File: config.mk
export PLATFORM = sky130hd
export DESIGN_NAME = strobe_cycle_seq
export DESIGN_NICKNAME = d
export VERILOG_FILES = /design/src/rtl/scs_pkg.sv /design/src/rtl/scs_sync.sv /design/src/rtl/scs_slot_match.sv /design/src/rtl/scs_fsm.sv /design/src/rtl/strobe_cycle_seq.sv
export SDC_FILE = /design/constraint.sdc
export NUM_CORES = 1
export LEC_CHECK = 0
export ABC_AREA = 1
export CAP_MARGIN = 0
export CORE_MARGIN = 2
export CORE_UTILIZATION = 37
export CTS_CLUSTER_SIZE = 12
export DETAILED_ROUTE_END_ITERATION = 8
export GPL_ROUTABILITY_DRIVEN = 0
export GPL_TIMING_DRIVEN = 0
export PLACE_DENSITY = 0.87
export SETUP_SLACK_MARGIN = 0.2
export SYNTH_ARGS = -nofsm -noshare
export SYNTH_HDL_FRONTEND = slang
export SYNTH_SLANG_ARGS = --single-unit
File: constraint.sdc
create_clock -name clk -period 2.6 [get_ports clk]
set_clock_uncertainty 0.1 [all_clocks]
set_input_delay 0.39 -clock clk [delete_from_list [all_inputs] [get_ports clk]]
set_output_delay 0.39 -clock clk [all_outputs]
set_load 0.05 [all_outputs]
File: src/rtl/scs_pkg.sv
package scs_pkg;
  localparam int NUM_ST  = 6;
  localparam int ST_IDLE = 0;
  localparam int ST_LATA = 1;
  localparam int ST_LATB = 2;
  localparam int ST_IOA  = 3;
  localparam int ST_IOB  = 4;
  localparam int ST_SETQ = 5;

  typedef logic [NUM_ST-1:0] st_vec_t;

  localparam st_vec_t IDLE_VEC = st_vec_t'(1) << ST_IDLE;
endpackage

File: src/rtl/scs_sync.sv
module scs_sync #(
  parameter int   DEPTH   = 3,
  parameter logic RST_VAL = 1'b0
) (
  input  logic clk,
  input  logic rst_n,
  input  logic d,
  output logic q
);
  logic [DEPTH-1:0] stage;

  genvar g;
  generate
    for (g = 0; g < DEPTH; g++) begin : g_stage
      always_ff @(posedge clk or negedge rst_n) begin
        if (!rst_n) begin
          stage[g] <= RST_VAL;
        end else if (g == 0) begin
          stage[g] <= d;
        end else begin
          stage[g] <= stage[(g == 0) ? 0 : g-1];
        end
      end
    end
  endgenerate

  assign q = stage[DEPTH-1];
endmodule

File: src/rtl/scs_slot_match.sv
module scs_slot_match #(
  parameter int ADDR_W   = 24,
  parameter int SLOT_LSB = 18,
  parameter int SLOT_W   = 5
) (
  input  logic [ADDR_W-1:0] addr,
  input  logic [SLOT_W-1:0] slot_n,
  output logic              hit
);
  logic [SLOT_W-1:0] field;

  assign field = addr[SLOT_LSB +: SLOT_W];
  assign hit   = (field == ~slot_n);
endmodule

File: src/rtl/scs_fsm.sv
module scs_fsm
  import scs_pkg::*;
(
  input  logic    clk,
  input  logic    rst_n,
  input  logic    force_idle,
  input  logic    strobe,
  input  logic    hit,
  output st_vec_t state,
  output logic    valid,
  output logic    quiet
);
  st_vec_t state_nx;
  logic    valid_nx;
  logic    quiet_nx;

  always_comb begin
    state_nx = state;
    valid_nx = valid;
    quiet_nx = quiet;
    if (force_idle) begin
      state_nx = IDLE_VEC;
      valid_nx = 1'b0;
      quiet_nx = 1'b1;
    end else if ($countones(state) != 1) begin
      state_nx = IDLE_VEC;
      quiet_nx = 1'b1;
    end else begin
      state_nx = '0;
      unique case (1'b1)
        state[ST_IDLE]: begin
          if (strobe) begin
            state_nx[ST_LATA] = 1'b1;
            quiet_nx          = 1'b0;
          end else begin
            state_nx[ST_IDLE] = 1'b1;
          end
        end
        state[ST_LATA]: begin
          state_nx[ST_LATB] = 1'b1;
          valid_nx          = hit;
        end
        state[ST_LATB]: begin
          if (valid) begin
            state_nx[ST_IOA] = 1'b1;
          end else begin
            state_nx[ST_IOB] = 1'b1;
            quiet_nx         = 1'b1;
          end
        end
        state[ST_IOA]: begin
          state_nx[ST_IOB] = 1'b1;
        end
        state[ST_IOB]: begin
          if (strobe) begin
            state_nx[ST_IOB] = 1'b1;
          end else begin
            state_nx[ST_SETQ] = 1'b1;
            quiet_nx          = 1'b1;
          end
        end
        state[ST_SETQ]: begin
          state_nx[ST_IDLE] = 1'b1;
          quiet_nx          = 1'b1;
        end
        default: state_nx = IDLE_VEC;
      endcase
    end
  end

  always_ff @(posedge clk or negedge rst_n) begin
    if (!rst_n) begin
      state <= IDLE_VEC;
      valid <= 1'b0;
      quiet <= 1'b1;
    end else begin
      state <= state_nx;
      valid <= valid_nx;
      quiet <= quiet_nx;
    end
  end
endmodule

File: src/rtl/strobe_cycle_seq.sv
module strobe_cycle_seq
  import scs_pkg::*;
#(
  parameter int ADDR_W     = 24,
  parameter int SLOT_LSB   = 18,
  parameter int SLOT_W     = 5,
  parameter int STB_SYNC   = 3,
  parameter int RST_SYNC   = 3
) (
  input  logic              clk,
  input  logic              rst_n,
  input  logic              strobe_i,
  input  logic              sys_rst_n_i,
  input  logic [SLOT_W-1:0] slot_n_i,
  input  logic [ADDR_W-1:0] addr_i,
  output logic [NUM_ST-1:0] state_o,
  output logic              latch_clk_o,
  output logic              ack_drv_o,
  output logic              io_stb_o,
  output logic              quiet_o,
  output logic              valid_o
);
  logic    strobe_s;
  logic    sys_rst_n_s;
  logic    sys_rst_act;
  logic    hit;
  st_vec_t state;

  scs_sync #(.DEPTH(STB_SYNC), .RST_VAL(1'b0)) u_stb_sync (
    .clk   (clk),
    .rst_n (rst_n),
    .d     (strobe_i),
    .q     (strobe_s)
  );

  scs_sync #(.DEPTH(RST_SYNC), .RST_VAL(1'b1)) u_rst_sync (
    .clk   (clk),
    .rst_n (rst_n),
    .d     (sys_rst_n_i),
    .q     (sys_rst_n_s)
  );

  assign sys_rst_act = ~sys_rst_n_s;

  scs_slot_match #(.ADDR_W(ADDR_W), .SLOT_LSB(SLOT_LSB), .SLOT_W(SLOT_W)) u_match (
    .addr   (addr_i),
    .slot_n (slot_n_i),
    .hit    (hit)
  );

  scs_fsm u_fsm (
    .clk        (clk),
    .rst_n      (rst_n),
    .force_idle (sys_rst_act),
    .strobe     (strobe_s),
    .hit        (hit),
    .state      (state),
    .valid      (valid_o),
    .quiet      (quiet_o)
  );

  assign state_o     = state;
  assign latch_clk_o = state[ST_LATA];
  assign io_stb_o    = state[ST_IOA];
  assign ack_drv_o   = state[ST_IOB] & valid_o;
endmodule

==> results_dict.tcl, run 1 <==
set metrics [dict create \
    max_stage_delay_ns 0.59 \
    r2r_end "u_fsm.state[0]" \
    cts_tree "yes" \
    hold_class "reg -> reg" \
    startpoint_type "flop" \
    cp.depth 11 \
    gr-total-overflow 0 \
    synthArstFlopShare_pct 100 \
    final_cell_mix "24 x clkdlybuf4s50_1, 16 x nand2_1, 12 x inv_1, 11 x nor2_1, 8 x dfrtp_1" \
    grt_pass1_wl_um 2570 \
    worst_pin_slew_ns 0.577 \
    synth_top_flop_cell "dfrtp_1" \
    gr-usage-met1_pct 13.5 \
    port_buffers 24 \
    endpoint "u_fsm.state[0]" \
    crit_chain "ha_1, inv_1, fa_1, inv_1, ha_1, nor2_2, nand2_4, inv_2, nand2_1, nor3_2, nor2_1" \
    vdd_drop_max_v 0.000499 \
    globalRouteMet2Util_pct 26.4 \
    r2r_start "u_fsm.state[0]" \
    layout-drive-gt1-share_pct 18.4 \
    outcome "completed" \
    n_fill_cell 191 \
    cts-root-buf "clkbuf_4" \
    maxSlewViolCount 0 \
    top_usage_layer "met2" \
    core_area_mm2 0.00194 \
    crit_family "adder cells" \
    hold_viol 0 \
    viasPerCell 4.60 \
    cts_made_buffers 3 \
    dp.cells 137 \
    row_count 16 \
    synth_nets 126 \
    insertion_delay_ns 0.27 \
    fmax_ghz 0.442 \
    initial_core_util_pct 39.2 \
    drv_cap 0 \
    syn_avg_cell_area_um2 8.85 \
    cp_slowest_cell "dfstp_2" \
    ios 44 \
    setup_violations 0 \
    area_growth_pct 42.3 \
    htree_levels 1 \
    layout_setup_ws_ns 0.336 \
    grt_pass1_vias 676 \
    crit_type "reg -> reg" \
    yosys_warnings 0 \
    grt_start_max_net_pins 15 \
    rr_worst_depth 11 \
    arrival_ns 2.37 \
    ant_nets 0 \
    die_w_um 49.3 \
    netlist_area_um2 761 \
    tns_ns 0 \
    grt_usage_pct 13.8 \
    antenna_cells 0 \
    final_common_cell "clkdlybuf4s50_1" \
    cp-startpoint "u_fsm.state[0]" \
    yosysSeqAreaShare_pct 46.9 \
    ys_ff_latch 14 \
    cts-resized-gates 0 \
    ctsHoldBuffers 0 \
    nets 155 \
    synth_edf_count 0 \
    postRouteWirelength_um 1440 \
    stdcell_count 141 \
    cts.sinks 14 \
    cp_num_buf_inv 3 \
    drtIter0Drc 4 \
    min_period_over_period_pct 87.1 \
    place_ws_ns 0.330 \
    fp.dieH_um 49.3 \
    dp_hpwl_um 1260 \
    met3_usage_pct 3.37 \
    firstDrtPassIters 3 \
    p_per_area_mw_per_mm2 917 \
    path_max_fanout 7 \
    wl_per_cell_um 10.2 \
    reg2reg_slack_ns 0.34 \
    p_total_uw 993 \
    antenna_found_initial 0 \
    syn_inst 86 \
    cts_buffer_depth 2 \
    cp.required_ns 2.70 \
    rsz0062_at_grt "false" \
    leakage_nw 0.524 \
    drc 0 \
    slew_headroom_pct 61.4 \
    crit_path_end_kind "flop" \
    dr_total_vias 648 \
    clkTransAtPathRegs_ns 0.08 \
    layout_min_cycle_time_ns 2.26 \
    synthDistinctLibCells 19 \
    dieArea_mm2 0.00243 \
    post_cts_buffers 0 \
    final_util_pct 55.7 \
]
kinds of logic (layout without fill, tap and decap cells):
family | after synthesis | count (layout) | synth area share, %
AND/OR/NAND/NOR | 43 | 43 | 26.2
buffers and inverters | 16 | 44 | 8.88
flip-flops | 14 | 14 | 46.9
adder cells (fa/ha/maj) | 7 | 7 | 13.5
AO/OA/AOI/OAI | 6 | 6 | 4.60
report_power, final:
| part | switching [mW] | internal (mW) |
|---|---|---|
| Combinational | 0.355 | 0.198 |
| Sequential | 0.0309 | 0.260 |
| Clock | 0.0640 | 0.0851 |
| Total | 0.450 | 0.543 |
registers in the layout, summed over array words and instances (netlist names):
| register | flops |
|---|---|
| u_fsm.state | 6 |
| u_rst_sync.q | 1 |
| u_rst_sync.stage | 2 |
| u_fsm.valid | 1 |
| u_fsm.quiet | 1 |
| u_stb_sync.q | 1 |
| u_stb_sync.stage | 2 |
Yosys cell counts, types with 2 or more instances:
cell / n / area [um^2]
nor3_2: 2 / 20.0
nand3_1: 7 / 35.0
inv_2: 2 / 7.51
ha_1: 5 / 62.6
nand2_1: 16 / 60.1
o21ai_0: 3 / 15.0
dfrtp_1: 9 / 225
nand2_2: 2 / 12.5
nor2_2: 3 / 18.8
inv_1: 12 / 45.0
buf_4: 2 / 15.0
fa_1: 2 / 40.0
nor2_1: 11 / 41.3
dfstp_2: 5 / 131
per-stage QoR:
stage / hold slack, ns / instance area (um^2)
CTS: 0.257 / 1070
global route: 0.265 / 1080
finish: 0.253 / 1080
global placement: 0.232 / 1040
detailed placement: 0.237 / 1040
floorplan: -0.00559 / 762
worst min-delay path by stage:
stage / start / end / slack [ns] / depth (start not counted)
2_1_floorplan: rst_n / u_fsm.state[1] / -0.006 / 0
3_3_place_gp: u_stb_sync.stage[1] / u_stb_sync.q / 0.23 / 0
3_5_place_dp: u_stb_sync.stage[0] / u_stb_sync.stage[1] / 0.24 / 0
4_1_cts: u_stb_sync.stage[0] / u_stb_sync.stage[1] / 0.26 / 0
5_1_grt: u_rst_sync.stage[0] / u_rst_sync.stage[1] / 0.27 / 0
6_report: u_stb_sync.stage[0] / u_stb_sync.stage[1] / 0.25 / 0
cell type report:
cell class              instances  area [um^2]  share of cell area (%)
well taps                      27         33.8                    3.12
clock buffers                   4         36.3                    3.35
flip-flops and latches         14          358                    33.1
repair buffers                 24          240                    22.2
inverters                      14         52.6                    4.86
plain buffers                   2         15.0                    1.39
multi-input cells              56          347                    32.0
routing by layer:
metal / vias to the layer above / part of all wire (%) / wire length, um
met4: 0 / 2.4 / 34
li1: 324 / - / -
met5: - / 0 / 0
met2: 28 / 54 / 776
met3: 4 / 7.4 / 106
met1: 292 / 36 / 518
Note: power is estimated with default switching activity, not from simulation.
==> run 2: changes to the inputs <==
--- a/config.mk
+++ b/config.mk
@@ -5,15 +5,15 @@
 export SDC_FILE = /design/constraint.sdc
 export NUM_CORES = 1
 export LEC_CHECK = 0
-export ABC_AREA = 1
+export ABC_AREA = 0
 export CAP_MARGIN = 0
 export CORE_MARGIN = 2
-export CORE_UTILIZATION = 37
+export CORE_UTILIZATION = 36
 export CTS_CLUSTER_SIZE = 12
 export DETAILED_ROUTE_END_ITERATION = 8
 export GPL_ROUTABILITY_DRIVEN = 0
 export GPL_TIMING_DRIVEN = 0
-export PLACE_DENSITY = 0.87
+export PLACE_DENSITY = 0.86
 export SETUP_SLACK_MARGIN = 0.2
 export SYNTH_ARGS = -nofsm -noshare
 export SYNTH_HDL_FRONTEND = slang
==> run 2 against run 1 <==
Compared with the run above:
- register-to-register slack lost 0.06 ns
- non-clock buffer count up 9
- wire length up 7.9%
- setup slack got worse by 0.068 ns
- clock power rose by 3%
- count of clock-buffer cells in the layout is the same
- die area decreased by 2.9%
- synthesized cell count down 29%
- sequential power barely moved
- global-route usage rose by 0.25 points
- sequential cell count unchanged
- critical endpoint is now state_o[0]
- largest cell class unchanged
==> results_dict.tcl, run 2 <==
set metrics [dict create \
    ctsHoldBuffers 0 \
    p_per_area_mw_per_mm2 947 \
    dieArea_mm2 0.00236 \
    stdcell_area_mm2 0.00114 \
    firstDrtPassIters 4 \
    max_stage_delay_ns 0.79 \
    htree_levels 1 \
    postRouteWirelength_um 1550 \
    setup_violations 0 \
    dr_total_vias 574 \
    crit_family "buffers and inverters" \
    rsz0062_at_grt "false" \
    fmax_ghz 0.429 \
    cts_tree "yes" \
    synthArstFlopShare_pct 100 \
    ys_top_cells_by_count "9 x dfrtp_1, 7 x inv_1, 5 x dfstp_2, 5 x ha_1, 5 x xor2_1" \
    yosysSeqAreaShare_pct 49.7 \
    grt_pass1_wl_um 2500 \
    cp_slowest_cell "clkdlybuf4s50_1" \
    slew_headroom_pct 58.6 \
    crit_chain "buf_4, clkdlybuf4s50_1" \
    regMostFlops "u_fsm.state" \
    final_common_cell "clkdlybuf4s50_1" \
    viasPerCell 4.59 \
    synthDistinctLibCells 24 \
    yosysMostFrequentCell "dfrtp_1" \
    cp.required_ns 2.11 \
    grt_pass1_vias 543 \
    synth_nets 101 \
    clkTransAtPathRegs_ns 0.07 \
    yosysTopAreaCellShare_pct 31.4 \
    syn_inst 61 \
    antenna_found_initial 0 \
    worst_pin_slew_ns 0.620 \
    ant_nets 0 \
    drc 0 \
    ios 44 \
    dp.cells 112 \
    stdcell_count 125 \
    antenna_cells 0 \
    hold_viol 0 \
    maxSlewViolCount 0 \
    gr-total-overflow 0 \
    netlist.top_cell.by_area "dfrtp_1" \
    ys_ff_latch 14 \
    insertion_delay_ns 0.28 \
    core_area_mm2 0.00192 \
    arrival_ns 1.84 \
    netlist_top_cells_area "dfrtp_1 31%, dfstp_2 18%, ha_1 8.7%, xor2_1 6.1%, fa_1 5.6%" \
    yosys_warnings 0 \
    syn_avg_cell_area_um2 11.8 \
    cts.sinks 14 \
    hold_class "reg -> reg" \
    synth_top_flop_cell "dfrtp_1" \
    layout-drive-gt1-share_pct 36.7 \
    final_cell_mix "24 x clkdlybuf4s50_1, 11 x buf_4, 5 x inv_1, 5 x xor2_1, 5 x dfrtp_2" \
    layout_min_cycle_time_ns 2.33 \
    dpl_cell_area_mm2 0.00103 \
    row_count 16 \
    wl_per_cell_um 12.4 \
    fp.dieH_um 48.6 \
    vdd_drop_max_v 0.000468 \
    startpoint_type "flop" \
    port_buffers 24 \
    min_period_over_period_pct 89.7 \
    cts-root-buf "clkbuf_4" \
    largest_reg_flops 6 \
    dp_hpwl_um 1140 \
    grt_usage_pct 14.0 \
    path_max_fanout 5 \
    nets 139 \
    tns_ns 0 \
    outcome "completed" \
    crit_path_end_kind "output pin" \
    area_growth_pct 59.3 \
    synth_edf_count 0 \
    drv_cap 0 \
    netlist_area_um2 717 \
    grt_start_max_net_pins 15 \
    drtIter0Drc 2 \
    leakage_nw 0.482 \
    crit_type "reg -> out" \
    initial_core_util_pct 37.3 \
    cts_made_buffers 3 \
    die_w_um 48.6 \
    cp_num_buf_inv 2 \
    top_regs "u_fsm.state (6), u_rst_sync.stage (2), u_stb_sync.stage (2)" \
    cts_buffer_depth 2 \
]
[run 2: through the flow]
step / hold slack [ns] / setup WS [ns] / total power [mW] / utilization (%)
6_report: 0.255 / 0.269 / 1.08 / 59.4
5_1_grt: 0.265 / 0.199 / 1.16 / 59.4
4_1_cts: 0.260 / 0.238 / 0.997 / 56.2
3_5_place_dp: 0.240 / 0.109 / 0.789 / 53.4
3_3_place_gp: 0.235 / 0.177 / 0.763 / 53.4
2_1_floorplan: -0.00559 / 0.200 / 0.649 / -
[run 2: timing repair]
item,4_1_cts,5_1_grt
setup buffers,2,7
pin swaps,2,6
gates resized for setup,2,3
setup endpoints to repair,2,3
[run 2: logic make-up (layout without fill, tap and decap cells)]
kind of cell,Yosys count,count (layout),share of synthesized area (%)
AOI/OAI and AO/OA,5,5,5.41
and+or+nand+nor,20,20,17.1
muxes,1,1,1.57
DFF,14,14,49.7
adders and majority gates,7,7,14.3
xor gates and xnor gates,5,5,6.11
buffers and inverters,9,46,5.76
[run 2: cell type report]
type | instances | area, um^2
multi-input combinational | 38 | 357
tap | 27 | 33.8
fill | 178 | 779
sequential | 14 | 367
buffer | 2 | 15.0
inverter | 7 | 26.3
clock buffer | 4 | 36.3
timing repair buffer | 33 | 308
[run 2: where the power goes]
group	total [mW]	internal, mW	switching (mW)
clock network	0.154	0.0852	0.0684
registers	0.291	0.260	0.0312
logic	0.637	0.312	0.325
total	1.08	0.657	0.425
[run 2: final timing paths]
check | from | endpoint | slack [ns] | cells past startpoint
hold / removal | u_stb_sync.stage[0] | u_stb_sync.stage[1] | 0.26 | 0
setup / recovery | u_fsm.state[0] | state_o[0] | 0.27 | 2
setup reg to reg | u_fsm.state[0] | u_fsm.state[0] | 0.28 | 7
min in group asynchronous | rst_n | u_stb_sync.q | 0.39 | 1
hold reg to reg | u_stb_sync.stage[0] | u_stb_sync.stage[1] | 0.26 | 0
max in group asynchronous | rst_n | u_fsm.state[1] | 1.56 | 1
[run 2: routing by layer]
metal	global-route usage (%)	part of all wire, %	wire length [um]
met5	0	0	0
met4	2.86	0	0
met3	6.17	3.9	60
met2	25.1	57	877
met1	15.3	39	611
==> run 3: changes to the inputs <==
--- a/config.mk
+++ b/config.mk
@@ -9,11 +9,11 @@
 export CAP_MARGIN = 0
 export CORE_MARGIN = 2
 export CORE_UTILIZATION = 36
-export CTS_CLUSTER_SIZE = 12
+export CTS_CLUSTER_SIZE = 14
 export DETAILED_ROUTE_END_ITERATION = 8
 export GPL_ROUTABILITY_DRIVEN = 0
 export GPL_TIMING_DRIVEN = 0
-export PLACE_DENSITY = 0.86
+export PLACE_DENSITY = 0.78
 export SETUP_SLACK_MARGIN = 0.2
 export SYNTH_ARGS = -nofsm -noshare
 export SYNTH_HDL_FRONTEND = slang
==> run 3 against run 2 <==
Compared with the run above:
- via count fell by 1.2%
- register-to-register slack improved by 0.04 ns
- largest power group unchanged
- sequential share of layout area rose by 0.32 points
- global-route usage barely moved
- core utilization fell by 0.59 points
==> results_dict.tcl, run 3 (synthesized netlist as in run 2, its figures left out) <==
set metrics [dict create \
    regMostFlops "u_fsm.state" \
    p_total_mw 1.03 \
    cts_buffer_depth 2 \
    cts_made_buffers 3 \
    final_cell_mix "24 x clkdlybuf4s50_1, 8 x buf_4, 5 x xor2_1, 5 x dfrtp_2" \
    maxSlewViolCount 0 \
    viasPerCell 4.65 \
    dieArea_mm2 0.00236 \
    dr_total_vias 567 \
    hold_path_startpoint "u_rst_sync.stage[0]" \
    grt_start_max_net_pins 15 \
    vdd_drop_max_v 0.000549 \
    antenna_cells 0 \
    wl_met2_um 813 \
    rsz0062_at_grt "false" \
    nets 136 \
    hold_class "reg -> reg" \
    drv_cap 0 \
    arrival_ns 1.86 \
    layout-drive-gt1-share_pct 35.8 \
    antenna_found_initial 0 \
    wl_per_cell_um 12.2 \
    area_growth_pct 57.8 \
    ios 44 \
    grt_usage_pct 14.1 \
    startpoint_type "flop" \
    hold_viol 0 \
    drc 0 \
    initial_core_util_pct 37.3 \
    core_area_mm2 0.00192 \
    n_fill_cell 178 \
    largest_reg_flops 6 \
    dr.max_layer_used "met4" \
    stdcell_count 122 \
    cp.required_ns 2.11 \
    cp-startpoint "u_fsm.state[0]" \
    dp_hpwl_um 1080 \
    wl_met1_um 600 \
    clkTransAtPathRegs_ns 0.08 \
    ant_nets 0 \
    final_common_cell "clkdlybuf4s50_1" \
    worst_pin_slew_ns 0.581 \
    min_period_over_period_pct 90.5 \
    postRouteWirelength_um 1490 \
    final_util_pct 58.9 \
    top_regs "u_fsm.state (6), u_rst_sync.stage (2), u_stb_sync.stage (2)" \
    p_per_area_mw_per_mm2 914 \
    port_buffers 24 \
    r2r_start "u_fsm.state[4]" \
    crit_type "reg -> out" \
    setup_violations 0 \
    dp.cells 112 \
    leakage_nw 0.478 \
    firstDrtPassIters 4 \
    layout_min_cycle_time_ns 2.35 \
    grt_pass1_vias 554 \
    gr-total-overflow 0 \
    fp.dieH_um 48.6 \
    insertion_delay_ns 0.29 \
    fmax_ghz 0.425 \
    row_count 16 \
    outcome "completed" \
    path_max_fanout 5 \
    slew_headroom_pct 61.2 \
    die_w_um 48.6 \
    crit_path_end_kind "output pin" \
    htree_levels 1 \
    grt_pass1_wl_um 2480 \
    cts-root-buf "clkbuf_4" \
    wl_met3_um 52 \
    tns_ns 0 \
    cts.sinks 14 \
    drtIter0Drc 5 \
    cts_tree "yes" \
]
==> run 3: stage by stage <==
| step | setup slack (ns) | hold slack (ns) | cell area (um^2) |
|---|---|---|---|
| 2_1_floorplan | 0.200 | -0.00559 | 752 |
| 3_3_place_gp | 0.164 | 0.235 | 1030 |
| 3_5_place_dp | 0.117 | 0.240 | 1030 |
| 4_1_cts | 0.222 | 0.259 | 1080 |
| 5_1_grt | 0.192 | 0.262 | 1130 |
| 6_report | 0.248 | 0.252 | 1130 |
==> run 3: what timing repair did <==
action                                  4_1_cts  5_1_grt
hold buffers                                  0        0
endpoints found under the setup margin        2        2
resized for setup                             2        5
pin swaps                                     1        2
buffers inserted                              2        4
==> run 3: power by group <==
| group | internal (mW) | switching (mW) |
|---|---|---|
| registers | 0.260 | 0.0373 |
| logic | 0.274 | 0.306 |
| clock network | 0.0854 | 0.0718 |
| total | 0.619 | 0.415 |
==> run 3: path summary, 6_finish.rpt <==
kind	end	slack, ns	depth (start not counted)
worst min register to register	u_rst_sync.stage[1]	0.25	0
max in group asynchronous	u_fsm.state[3]	1.62	1
worst max-delay path	state_o[0]	0.25	2
worst min-delay path	u_rst_sync.stage[1]	0.25	0
min in group asynchronous	u_fsm.valid	0.36	1
worst max register to register	u_fsm.quiet	0.32	10
==> run 3: final cells by class <==
| type | count | area (um^2) | share of cell area [%] |
|---|---|---|---|
| Multi-Input combinational cell | 38 | 368 | 32.5 |
| Sequential cell | 14 | 367 | 32.4 |
| Buffer | 2 | 15.0 | 1.33 |
| Clock buffer | 4 | 36.3 | 3.21 |
| Tap cell | 27 | 33.8 | 2.99 |
| Inverter | 7 | 26.3 | 2.32 |
| Timing Repair Buffer | 30 | 285 | 25.2 |
==> run 3: metal layers <==
metal | GRT usage, % | vias up
met3 | 4.63 | 3
met5 | 0 | -
met1 | 15.6 | 276
li1 | - | 274
met2 | 24.7 | 14
met4 | 5.71 | 0
==> run 3: critical path: stages (launching register included) <==
cell and delay [ns]:
dfstp_4 0.64, buf_4 0.14, clkdlybuf4s50_1 0.80
